File: src/rtl/sbs_pkg.sv
package sbs_pkg;

    typedef enum logic [1:0] {
        ST_IDLE  = 2'd0,
        ST_READ  = 2'd1,
        ST_WRITE = 2'd2
    } sbs_state_e;

    // Low two address bits for a beat, from start offset and beat count
    function automatic logic [1:0] beat_lo(input logic [1:0] start,
                                           input logic [1:0] cnt,
                                           input logic       il);
        beat_lo = il ? (start ^ cnt) : (start + cnt);
    endfunction

endpackage

File: src/rtl/sbs_array.sv
module sbs_array #(
    parameter int ADDR_W = 18,
    parameter int MEM_AW = 6,
    parameter int LANES  = 4,
    parameter int LANE_W = 8
) (
    input  logic                    clk,
    input  logic                    we,
    input  logic [LANES-1:0]        lane_mask,
    input  logic [ADDR_W-1:0]       wr_addr,
    input  logic [LANES*LANE_W-1:0] wdata,
    input  logic [ADDR_W-1:0]       rd_addr,
    output logic [LANES*LANE_W-1:0] rdata
);
    localparam int DEPTH = 1 << MEM_AW;

    logic [MEM_AW-1:0] wr_idx;
    logic [MEM_AW-1:0] rd_idx;

    assign wr_idx = MEM_AW'(wr_addr % ADDR_W'(DEPTH));
    assign rd_idx = MEM_AW'(rd_addr % ADDR_W'(DEPTH));

    for (genvar g = 0; g < LANES; g++) begin : g_lane
        logic [LANE_W-1:0] store [DEPTH];

        always_ff @(posedge clk) begin
            if (we && lane_mask[g]) begin
                store[wr_idx] <= wdata[g*LANE_W +: LANE_W];
            end
        end

        assign rdata[g*LANE_W +: LANE_W] = store[rd_idx];
    end

endmodule

File: src/rtl/sbs_burst.sv
module sbs_burst
    import sbs_pkg::*;
#(
    parameter int ADDR_W = 18
) (
    input  logic              clk,
    input  logic              rst_n,
    input  logic              load,
    input  logic              step,
    input  logic              order_il,
    input  logic [ADDR_W-1:0] addr_in,
    output logic [ADDR_W-1:0] cur_addr,
    output logic [ADDR_W-1:0] nxt_addr
);
    localparam int UP_W = ADDR_W - 2;

    logic [UP_W-1:0] upper_q;
    logic [1:0]      start_q;
    logic [1:0]      cnt_q;
    logic [1:0]      cnt_inc;

    assign cnt_inc = cnt_q + 2'd1;

    always_ff @(posedge clk or negedge rst_n) begin
        if (!rst_n) begin
            upper_q <= '0;
            start_q <= '0;
            cnt_q   <= '0;
        end else if (load) begin
            upper_q <= addr_in[ADDR_W-1:2];
            start_q <= addr_in[1:0];
            cnt_q   <= '0;
        end else if (step) begin
            cnt_q   <= cnt_inc;
        end
    end

    always_comb begin
        cur_addr = {upper_q, beat_lo(start_q, cnt_q, order_il)};
        if (load) begin
            nxt_addr = addr_in;
        end else if (step) begin
            nxt_addr = {upper_q, beat_lo(start_q, cnt_inc, order_il)};
        end else begin
            nxt_addr = cur_addr;
        end
    end

endmodule

File: src/rtl/sbs_fsm.sv
module sbs_fsm
    import sbs_pkg::*;
(
    input  logic       clk,
    input  logic       rst_n,
    input  logic       proc_take,
    input  logic       ctrl_load,
    input  logic       sel_ok,
    input  logic       wr_req,
    input  logic       advance_n,
    output sbs_state_e state,
    output logic       load,
    output logic       step,
    output logic       mem_we,
    output logic       rd_drive
);
    sbs_state_e nxt;

    always_ff @(posedge clk or negedge rst_n) begin
        if (!rst_n) state <= ST_IDLE;
        else        state <= nxt;
    end

    always_comb begin
        nxt = state;
        if (proc_take) begin
            nxt = sel_ok ? ST_READ : ST_IDLE;
        end else if (ctrl_load) begin
            if (!sel_ok)     nxt = ST_IDLE;
            else if (wr_req) nxt = ST_WRITE;
            else             nxt = ST_READ;
        end else begin
            unique case (state)
                ST_IDLE:  nxt = ST_IDLE;
                ST_READ:  nxt = ST_READ;
                ST_WRITE: nxt = ST_WRITE;
                default:  nxt = ST_IDLE;
            endcase
        end
    end

    always_comb begin
        load     = proc_take || ctrl_load;
        step     = !load && (state != ST_IDLE) && !advance_n;
        mem_we   = (nxt == ST_WRITE);
        rd_drive = (state == ST_READ);
    end

endmodule

File: src/rtl/burst_sram_ctrl.sv
module burst_sram_ctrl
    import sbs_pkg::*;
#(
    parameter int ADDR_W = 18,
    parameter int MEM_AW = 6,
    parameter int LANES  = 4,
    parameter int LANE_W = 8
) (
    input  logic                    clk,
    input  logic                    rst_n,
    input  logic [ADDR_W-1:0]       addr_i,
    input  logic                    proc_strobe_n,
    input  logic                    ctrl_strobe_n,
    input  logic                    advance_n,
    input  logic                    sel_main_n,
    input  logic                    sel_hi,
    input  logic                    sel_lo_n,
    input  logic                    wr_all_n,
    input  logic                    wr_lanes_n,
    input  logic [LANES-1:0]        lane_wr_n,
    input  logic                    out_en_n,
    input  logic                    order_il,
    input  logic [LANES*LANE_W-1:0] din,
    output logic [LANES*LANE_W-1:0] dout,
    output logic                    dout_oe
);
    localparam int DATA_W = LANES * LANE_W;

    logic              sel_ok, proc_take, ctrl_load, wr_req;
    logic [LANES-1:0]  new_mask, mask_q, mask_now;
    logic              load, step, mem_we, rd_drive;
    sbs_state_e        state;
    logic [ADDR_W-1:0] cur_addr, nxt_addr;
    logic [DATA_W-1:0] rd_word;

    assign sel_ok    = !sel_main_n && sel_hi && !sel_lo_n;
    assign proc_take = !proc_strobe_n && !sel_main_n;
    assign ctrl_load = !ctrl_strobe_n && !proc_take;
    assign wr_req    = !wr_all_n || (!wr_lanes_n && (lane_wr_n != '1));

    always_comb begin
        if (!wr_all_n)       new_mask = '1;
        else if (!wr_lanes_n) new_mask = ~lane_wr_n;
        else                 new_mask = '0;
        mask_now = ctrl_load ? new_mask : mask_q;
    end

    always_ff @(posedge clk or negedge rst_n) begin
        if (!rst_n)         mask_q <= '0;
        else if (ctrl_load) mask_q <= new_mask;
    end

    sbs_fsm u_fsm (
        .clk       (clk),
        .rst_n     (rst_n),
        .proc_take (proc_take),
        .ctrl_load (ctrl_load),
        .sel_ok    (sel_ok),
        .wr_req    (wr_req),
        .advance_n (advance_n),
        .state     (state),
        .load      (load),
        .step      (step),
        .mem_we    (mem_we),
        .rd_drive  (rd_drive)
    );

    sbs_burst #(.ADDR_W(ADDR_W)) u_burst (
        .clk      (clk),
        .rst_n    (rst_n),
        .load     (load),
        .step     (step),
        .order_il (order_il),
        .addr_in  (addr_i),
        .cur_addr (cur_addr),
        .nxt_addr (nxt_addr)
    );

    sbs_array #(
        .ADDR_W (ADDR_W),
        .MEM_AW (MEM_AW),
        .LANES  (LANES),
        .LANE_W (LANE_W)
    ) u_array (
        .clk       (clk),
        .we        (mem_we),
        .lane_mask (mask_now),
        .wr_addr   (nxt_addr),
        .wdata     (din),
        .rd_addr   (cur_addr),
        .rdata     (rd_word)
    );

    assign dout    = rd_word;
    assign dout_oe = rd_drive && !out_en_n;

endmodule

File: config.mk
export PLATFORM = sky130hd
export DESIGN_NAME = burst_sram_ctrl
export DESIGN_NICKNAME = d
export VERILOG_FILES = /design/src/rtl/sbs_pkg.sv /design/src/rtl/sbs_array.sv /design/src/rtl/sbs_burst.sv /design/src/rtl/sbs_fsm.sv /design/src/rtl/burst_sram_ctrl.sv
export SDC_FILE = /design/constraint.sdc
export NUM_CORES = 2
export LEC_CHECK = 0
export BUFFER_PORTS_ARGS = -buffer_cell sky130_fd_sc_hd__buf_4
export CAP_MARGIN = 20
export CORE_MARGIN = 2
export CORE_UTILIZATION = 63
export DETAILED_ROUTE_END_ITERATION = 16
export PLACE_DENSITY_LB_ADDON = 0.3
export SLEW_MARGIN = 20
export SYNTH_ARGS = -nofsm -noshare
export SYNTH_HDL_FRONTEND = slang
export SYNTH_SLANG_ARGS = --single-unit
File: constraint.sdc
create_clock -name clk -period 4.25 [get_ports clk]
set_input_delay 0.425 -clock clk [delete_from_list [all_inputs] [get_ports clk]]
set_output_delay 0.425 -clock clk [all_outputs]
set_load 0.01 [all_outputs]
# == Yosys cells after proc, flatten, opt, wreduce, memory -nomap -nowiden ==
# Memory sizes are Yosys's and may differ from the RTL's.
# Cells that the tools add are included.
# Widths: inputs -> output; s select.
# classes
add_sub_neg,3
n_mul,0
div,0
order_cmp,0
n_eq_ne,4
shift,0
mux,23
n_bitwise,3
n_reduce_logical,26
# ops
cell,n
$mux 2,9
$logic_and 1x1->1,12
$mux 4,3
$logic_not 1->1,10
$mux 1,9
$mux 6,1
$add 2x2->2,2
$eq 2x2->1 const B,2
$ne 4x4->1 const B,1
$not 4->4,1
$pmux 2 s2,1
$reduce_bool 2->1,2
$xor 2x2->2,2
$add 2x1->2 const B,1
$eq 2x1->1 const B,1
$logic_or 1x1->1,2
# word_totals
regBits,14
latchBits,0
ram_bits,2048
mem_bits_ro,0
in_bits,66
word_cells,68
mem_count,4
# mem_list
memory,words,width,rd,rd_ports_with_merged_regs,write_ports,line,text
u_array.g_lane[0].store,64,8,1,0,1,sbs_array.sv:24,logic [LANE_W-1:0] store [DEPTH];
u_array.g_lane[1].store,64,8,1,0,1,sbs_array.sv:24,
u_array.g_lane[2].store,64,8,1,0,1,sbs_array.sv:24,
u_array.g_lane[3].store,64,8,1,0,1,sbs_array.sv:24,

# == Longest topological paths before layout ==
# depth
word_depth,11
mapped_depth,12
ltp_nobuf,8

# == Hierarchy ==
# From an unflattened synthesis, not the netlist that was laid out.
# unflattened
cells_unflattened,3673
area_unflattened_um2,79880.4
# modules_own_cells
module,instances,cells_per_inst,area_each_um2
sbs_array,1,3575,78650.4
sbs_burst,1,65,877.1
burst_sram_ctrl,1,19,232.7
sbs_fsm,1,14,120.1

# == Least setup slack after synthesis ==
# OpenSTA, ideal clock, no wires.
# synth_path
kind,flip-flop to flip-flop
start,reg u_burst.cnt_q[0]
end,"mem u_array.g_lane[0].store[27][0], enable pin"
setup_ns,0.370
arrival_time_ns,2.715
required_ns,3.880
setup_slack_ns,1.165
path_stages_with_launch,12
synth_period_minus_slack_ns,3.085
cell_sequence,dfrtp_1 > inv_1 > ha_1 > buf_2 > buf_2 > buf_2 > buf_2 > xnor2_1 > o31ai_1 > nand2_1 > clkbuf_1 > nor2_1
# synth_between
elab_chain_cells,5
word_cells_on_any_way,9
cone_classes,add/sub: 3; mux: 4; bitwise: 2
# synth_rtl
element,line,text
start: declaration,sbs_burst.sv:19,logic [1:0] cnt_q;
start signal: assignment,sbs_burst.sv:34,cnt_q <= cnt_inc;
$add 2x1->2,sbs_burst.sv:22,assign cnt_inc = cnt_q + 2'd1;
$add 2x2->2 / $xor 2x2->2 (equally long branches),sbs_pkg.sv:13,beat_lo = il ? (start ^ cnt) : (start + cnt);
$mux 2,sbs_pkg.sv:13,
$mux 2 (*),sbs_burst.sv:42,end else if (step) begin
$mux 6 (*),sbs_burst.sv:40,if (load) begin
end: declaration,sbs_array.sv:24,
# Every way passes the cells marked *; elsewhere a longest branch is shown, timed or not.

# == Worst setup path in the final report ==
# layout_path
start,reg u_burst.start_q[0]
end,out dout[9]
# layout_between
elab_chain_cells,3
word_cells_on_any_way,4
cone_classes,add/sub: 1; mux: 1; bitwise: 1; memory: 1
# layout_rtl
element,line,text
start: declaration,sbs_burst.sv:18,logic [1:0] start_q;
start signal: assignment,sbs_burst.sv:31,start_q <= addr_in[1:0];
$add 2x2->2 / $xor 2x2->2 (equally long branches),sbs_pkg.sv:13,
$mux 2 (*),sbs_pkg.sv:13,
$mem_v2 64x8 (*),n/a,
end: declaration,burst_sram_ctrl.sv:24,"output logic [LANES*LANE_W-1:0] dout,"
# Marked as above.

==> results.txt <==
- For this design the ratio of total power to cell area is roughly 460 nW/um2.
- In this run the tightest slew margin relative to its limit is 19.4%.
- Number of antenna violations at the first check in global routing: 14
- The path with the worst hold slack has its endpoint at mask_q[1]$_DFF_PN0_.
- Clock slew at the register clock pins of the worst setup and hold paths: ~0.060 ns
- Data arrives at the worst endpoint at roughly 3.9 ns.
- Port-buffer cells: 86
- Outcome: complete, but fails checks
- Nets@finish: about 5800
- During synthesis, Yosys emitted a total of 0 warnings.
* CTS Root Buffer Type: sky130_fd_sc_hd__clkbuf_16
- Including well taps, the total number of placed cells is 7170.
- Post-Route WL: roughly 240 mm
- Final cycle utilization of the critical path: 101%
- Post-route clock skew: 0.0419 ns
- Pin count of the biggest net entering global routing: between 150 and 200
* Number of design rule violations left after detail routing: 0
* Setup WS post-layout: -0.0386 ns
- DP Wirelength: approximately 130 mm
- Setup repair after global routing could not meet its margin everywhere.
- The number of failing hold endpoints at the final stage is 0.
- Prior to clock tree synthesis, the placed netlist has a worst setup slack of roughly 0.32 ns.
- Overflow after GRT: 0
* Insertion delay of the later-clocked pin in the worst-skew pair: 0.84 ns
- Standby leakage power: 32.4 nW
- # setup viols final: 5
* Gate Count Post-Synth: 5280
- At the pin with the least slew margin, the transition time is 1.21 ns.
- The smallest clock period supported by the final layout is computed as approximately 4.3 ns.
* Remaining number of nets flagged by the antenna check after routing: 0
- Derived from the worst setup path, the maximum achievable clock frequency is 0.233 GHz.
- Leaving out filler cells and counting taps, the final layout contains 7618.
* Worst hold slack: around 0.063 ns
- The worst setup path is of the register to output pin kind.
* Class of the tightest hold or removal check: input pin to register
- Hold_sp: wr_lanes_n
* Proportion of layout cells with a drive suffix above 1: between 20% and 30%
- Tot GR Track Use: between 30% and 40%
- DRT Pass-1 Iters: 8
- Starting density of the core: between 60% and 70%
* TritonCTS Buffers: approximately 190
* Ports placed on the boundary: 99
- The floorplan step defined a die boundary enclosing 136000 um2.
- The H-tree was split into 4 levels.
- Routed wire per std cell: 31.8 um
- The finished cells cover a little under 100000 um2.
* Highest net fanout along the worst path: between 60 and 70
* Placed standard-cell area: about 89000 um2
- Yosys cell types: 51
* Post-synthesis sequential element count: about 2100
- Post-synth top flop: sky130_fd_sc_hd__edfxtp_1
- Max IR drop VDD: between 0.0005 and 0.0006 V
- STA classifies the critical path startpoint as a register.
* Netlist Area Pre-Place: ~84000 um2
* Die Height: about 370 um
- After floorplanning, the core was divided into approximately 130 placement rows.
- Critical path origin: u_burst.start_q[0]$_DFFE_PN0P_
* Origin of the critical flop-to-flop path: u_burst.start_q[0]$_DFFE_PN0P_
- The number of global-route vias before repair came to between 50000 and 60000.
- Clock sinks: 2062
- After filler insertion, the fill cell instance count of the layout stands at around 7300.
- Horizontal die dimension: approximately 370 um
- For the worst flop-to-flop path, the logic depth is 10.
- First-pass GRT wire length: about 340 mm
- Setup total negative slack on the finished layout was measured at -0.0776 ns.
* Worst hold path cell count: 3
* Via density per instance: 7.00
* Reg-to-reg slack, setup: 0.34 ns
- Of all flip-flops after synthesis, the portion carrying an async set or reset was 0.679%.
- Global placement routability congestion: just under 0.9
- The synthesized design contains about 2000 enable-type register cells.
- STA classifies the critical path endpoint as an output pin.
- DRC violation total after the first TritonRoute iteration: approximately 9400
- Number of vias after detailed routing: between 50000 and 60000
- Area of the core: ~130000 um2
- For the worst setup path, the data required time is approximately 3.8 ns.
* CTS tree: done
- After synthesis, the mean cell area works out to ~16 um2.
* Clock buffer depth: 3
- The final reports fail on negative setup slack.
* Area growth from synthesis to layout: 16.0%
* Final slew viol count: 0
* Nets in the synthesized netlist: between 5000 and 6000
* End of the worst register-to-register path: u_array.g_lane[0].store[25][0]$_DFFE_PP_
- Number of max-capacitance violations reported: 0
* Sequential share of the synthesized area: 73.7%
==> worst max path at each step <==
| stage | to | slack [ns] |
|---|---|---|
| after CTS | dout[24] | -0.04 |
| after floorplan | u_array.g_lane[0].store[27][0]$_DFFE_PP_ | 1.16 |
| after global routing | dout[9] | -0.06 |
| after detailed placement | dout[7] | 0.32 |
| final | dout[9] | -0.04 |
| after global placement | u_array.g_lane[0].store[43][1]$_DFFE_PP_ | 0.33 |
==> report_power, final <==
group | switching (mW) | internal (mW) | leakage [nW] | total, mW
registers | 0.0499 | 22.4 | 18.6 | 22.4
logic | 3.60 | 2.16 | 10.9 | 5.76
clock network | 7.38 | 8.87 | 2.86 | 16.3
total | 11.0 | 33.4 | 32.4 | 44.4
==> registers in the layout (all words and copies together) (netlist names) <==
name / flops
u_burst.upper_q: 4
u_burst.start_q: 2
u_array.g_lane.store: 2048
u_burst.cnt_q: 2
u_fsm.state: 2
mask_q: 4
==> synth_stat cells (all sizes together), types with 10 or more instances <==
master / n / area [um2]
clkbuf: 276 / 1040
a31oi: 127 / 795
o21ai: 19 / 95.1
mux4: 256 / 5770
o22ai: 30 / 188
nor4: 64 / 400
o41ai: 25 / 219
nor2: 528 / 1980
a21oi: 138 / 691
a22oi: 63 / 473
o221a: 11 / 124
a311o: 31 / 310
nor3: 196 / 981
edfxtp: 2048 / 61500
dfrtp: 14 / 350
mux2: 17 / 191
buf: 100 / 489
a41oi: 65 / 569
o221ai: 36 / 315
o31ai: 67 / 503
o21a: 52 / 390
mux2i: 323 / 3230
nand2: 676 / 2540
nand3: 65 / 325
nor2b: 10 / 62.6
==> per-stage QoR <==
stage                     utilization, %  power [mW]
after floorplan                        -        25.6
after global placement              67.6        27.6
after detailed placement            67.6        27.7
after CTS                           73.1        44.0
after global routing                73.8        45.4
final                               73.9        44.4
==> cell usage in the layout (no fill, tap or decap), types with 23 or more instances in the layout <==
master	n
sky130_fd_sc_hd__a31oi_1	119
sky130_fd_sc_hd__nand3_1	65
sky130_fd_sc_hd__nand2_1	666
sky130_fd_sc_hd__clkinv_1	43
sky130_fd_sc_hd__a22oi_2	30
sky130_fd_sc_hd__clkinv_2	41
sky130_fd_sc_hd__edfxtp_1	2048
sky130_fd_sc_hd__o221ai_1	36
sky130_fd_sc_hd__a41oi_1	46
sky130_fd_sc_hd__buf_16	25
sky130_fd_sc_hd__nor4_1	63
sky130_fd_sc_hd__o31ai_1	67
sky130_fd_sc_hd__a22oi_1	33
sky130_fd_sc_hd__a311o_1	31
sky130_fd_sc_hd__nor3_1	196
sky130_fd_sc_hd__mux2i_1	304
sky130_fd_sc_hd__o22ai_1	23
sky130_fd_sc_hd__buf_4	492
sky130_fd_sc_hd__o21a_1	52
sky130_fd_sc_hd__a21oi_1	138
sky130_fd_sc_hd__clkbuf_1	38
sky130_fd_sc_hd__nor2_1	522
sky130_fd_sc_hd__clkbuf_16	208
sky130_fd_sc_hd__buf_12	35
sky130_fd_sc_hd__mux4_2	256
==> routing by layer <==
layer	up-vias	share of wire [%]	GRT usage [%]
met4	4	5.7	18.2
li1	21525	-	-
met5	-	0.0087	0
met1	26476	33	44.8
met3	811	14	9.22
met2	4518	48	53.9
==> critical path, stage by stage (launching register included) <==
cell and delay (ns):
sky130_fd_sc_hd__dfrtp_2 0.42, sky130_fd_sc_hd__ha_4 0.18, sky130_fd_sc_hd__nor2b_4 0.21, sky130_fd_sc_hd__buf_4 0.17
sky130_fd_sc_hd__buf_6 0.57, sky130_fd_sc_hd__nor3_1 0.18, sky130_fd_sc_hd__nor4_1 0.41, sky130_fd_sc_hd__o21a_1 0.29
sky130_fd_sc_hd__o22ai_2 0.17, sky130_fd_sc_hd__a22oi_1 0.22, sky130_fd_sc_hd__buf_4 0.16
==> kinds of logic after synthesis <==
kind of cell	share of synthesized area [%]
buf+inv	1.86
xor+xnor	0.137
compound gates	5.70
simple gates	7.60
mux	11.0
flops	73.7
fa+ha+maj	0.0298
==> final cells by class <==
| cell class | instances | area [um2] | area share, % |
|---|---|---|---|
| multi-input cells | 2834 | 21300 | 21.9 |
| diodes | 15 | 37.5 | 0.0386 |
| clock inverters | 109 | 798 | 0.820 |
| flip-flops and latches | 2062 | 61900 | 63.6 |
| clock buffers | 234 | 5020 | 5.16 |
| repair buffers | 601 | 6060 | 6.22 |
| inverters | 8 | 33.8 | 0.0347 |
| well taps | 1755 | 2200 | 2.26 |
==> what timing repair did <==
item | 4_1_cts | 5_1_grt
gates resized for setup | 93 | 81
endpoints found under the setup margin | 32 | 32
pin swaps | 14 | 34
hold buffers | 8 | 0
hold endpoints to repair | 22 | 0
setup buffers | 25 | 25
gates cloned | 17 | 15
Power figures use the tool's default switching activity.
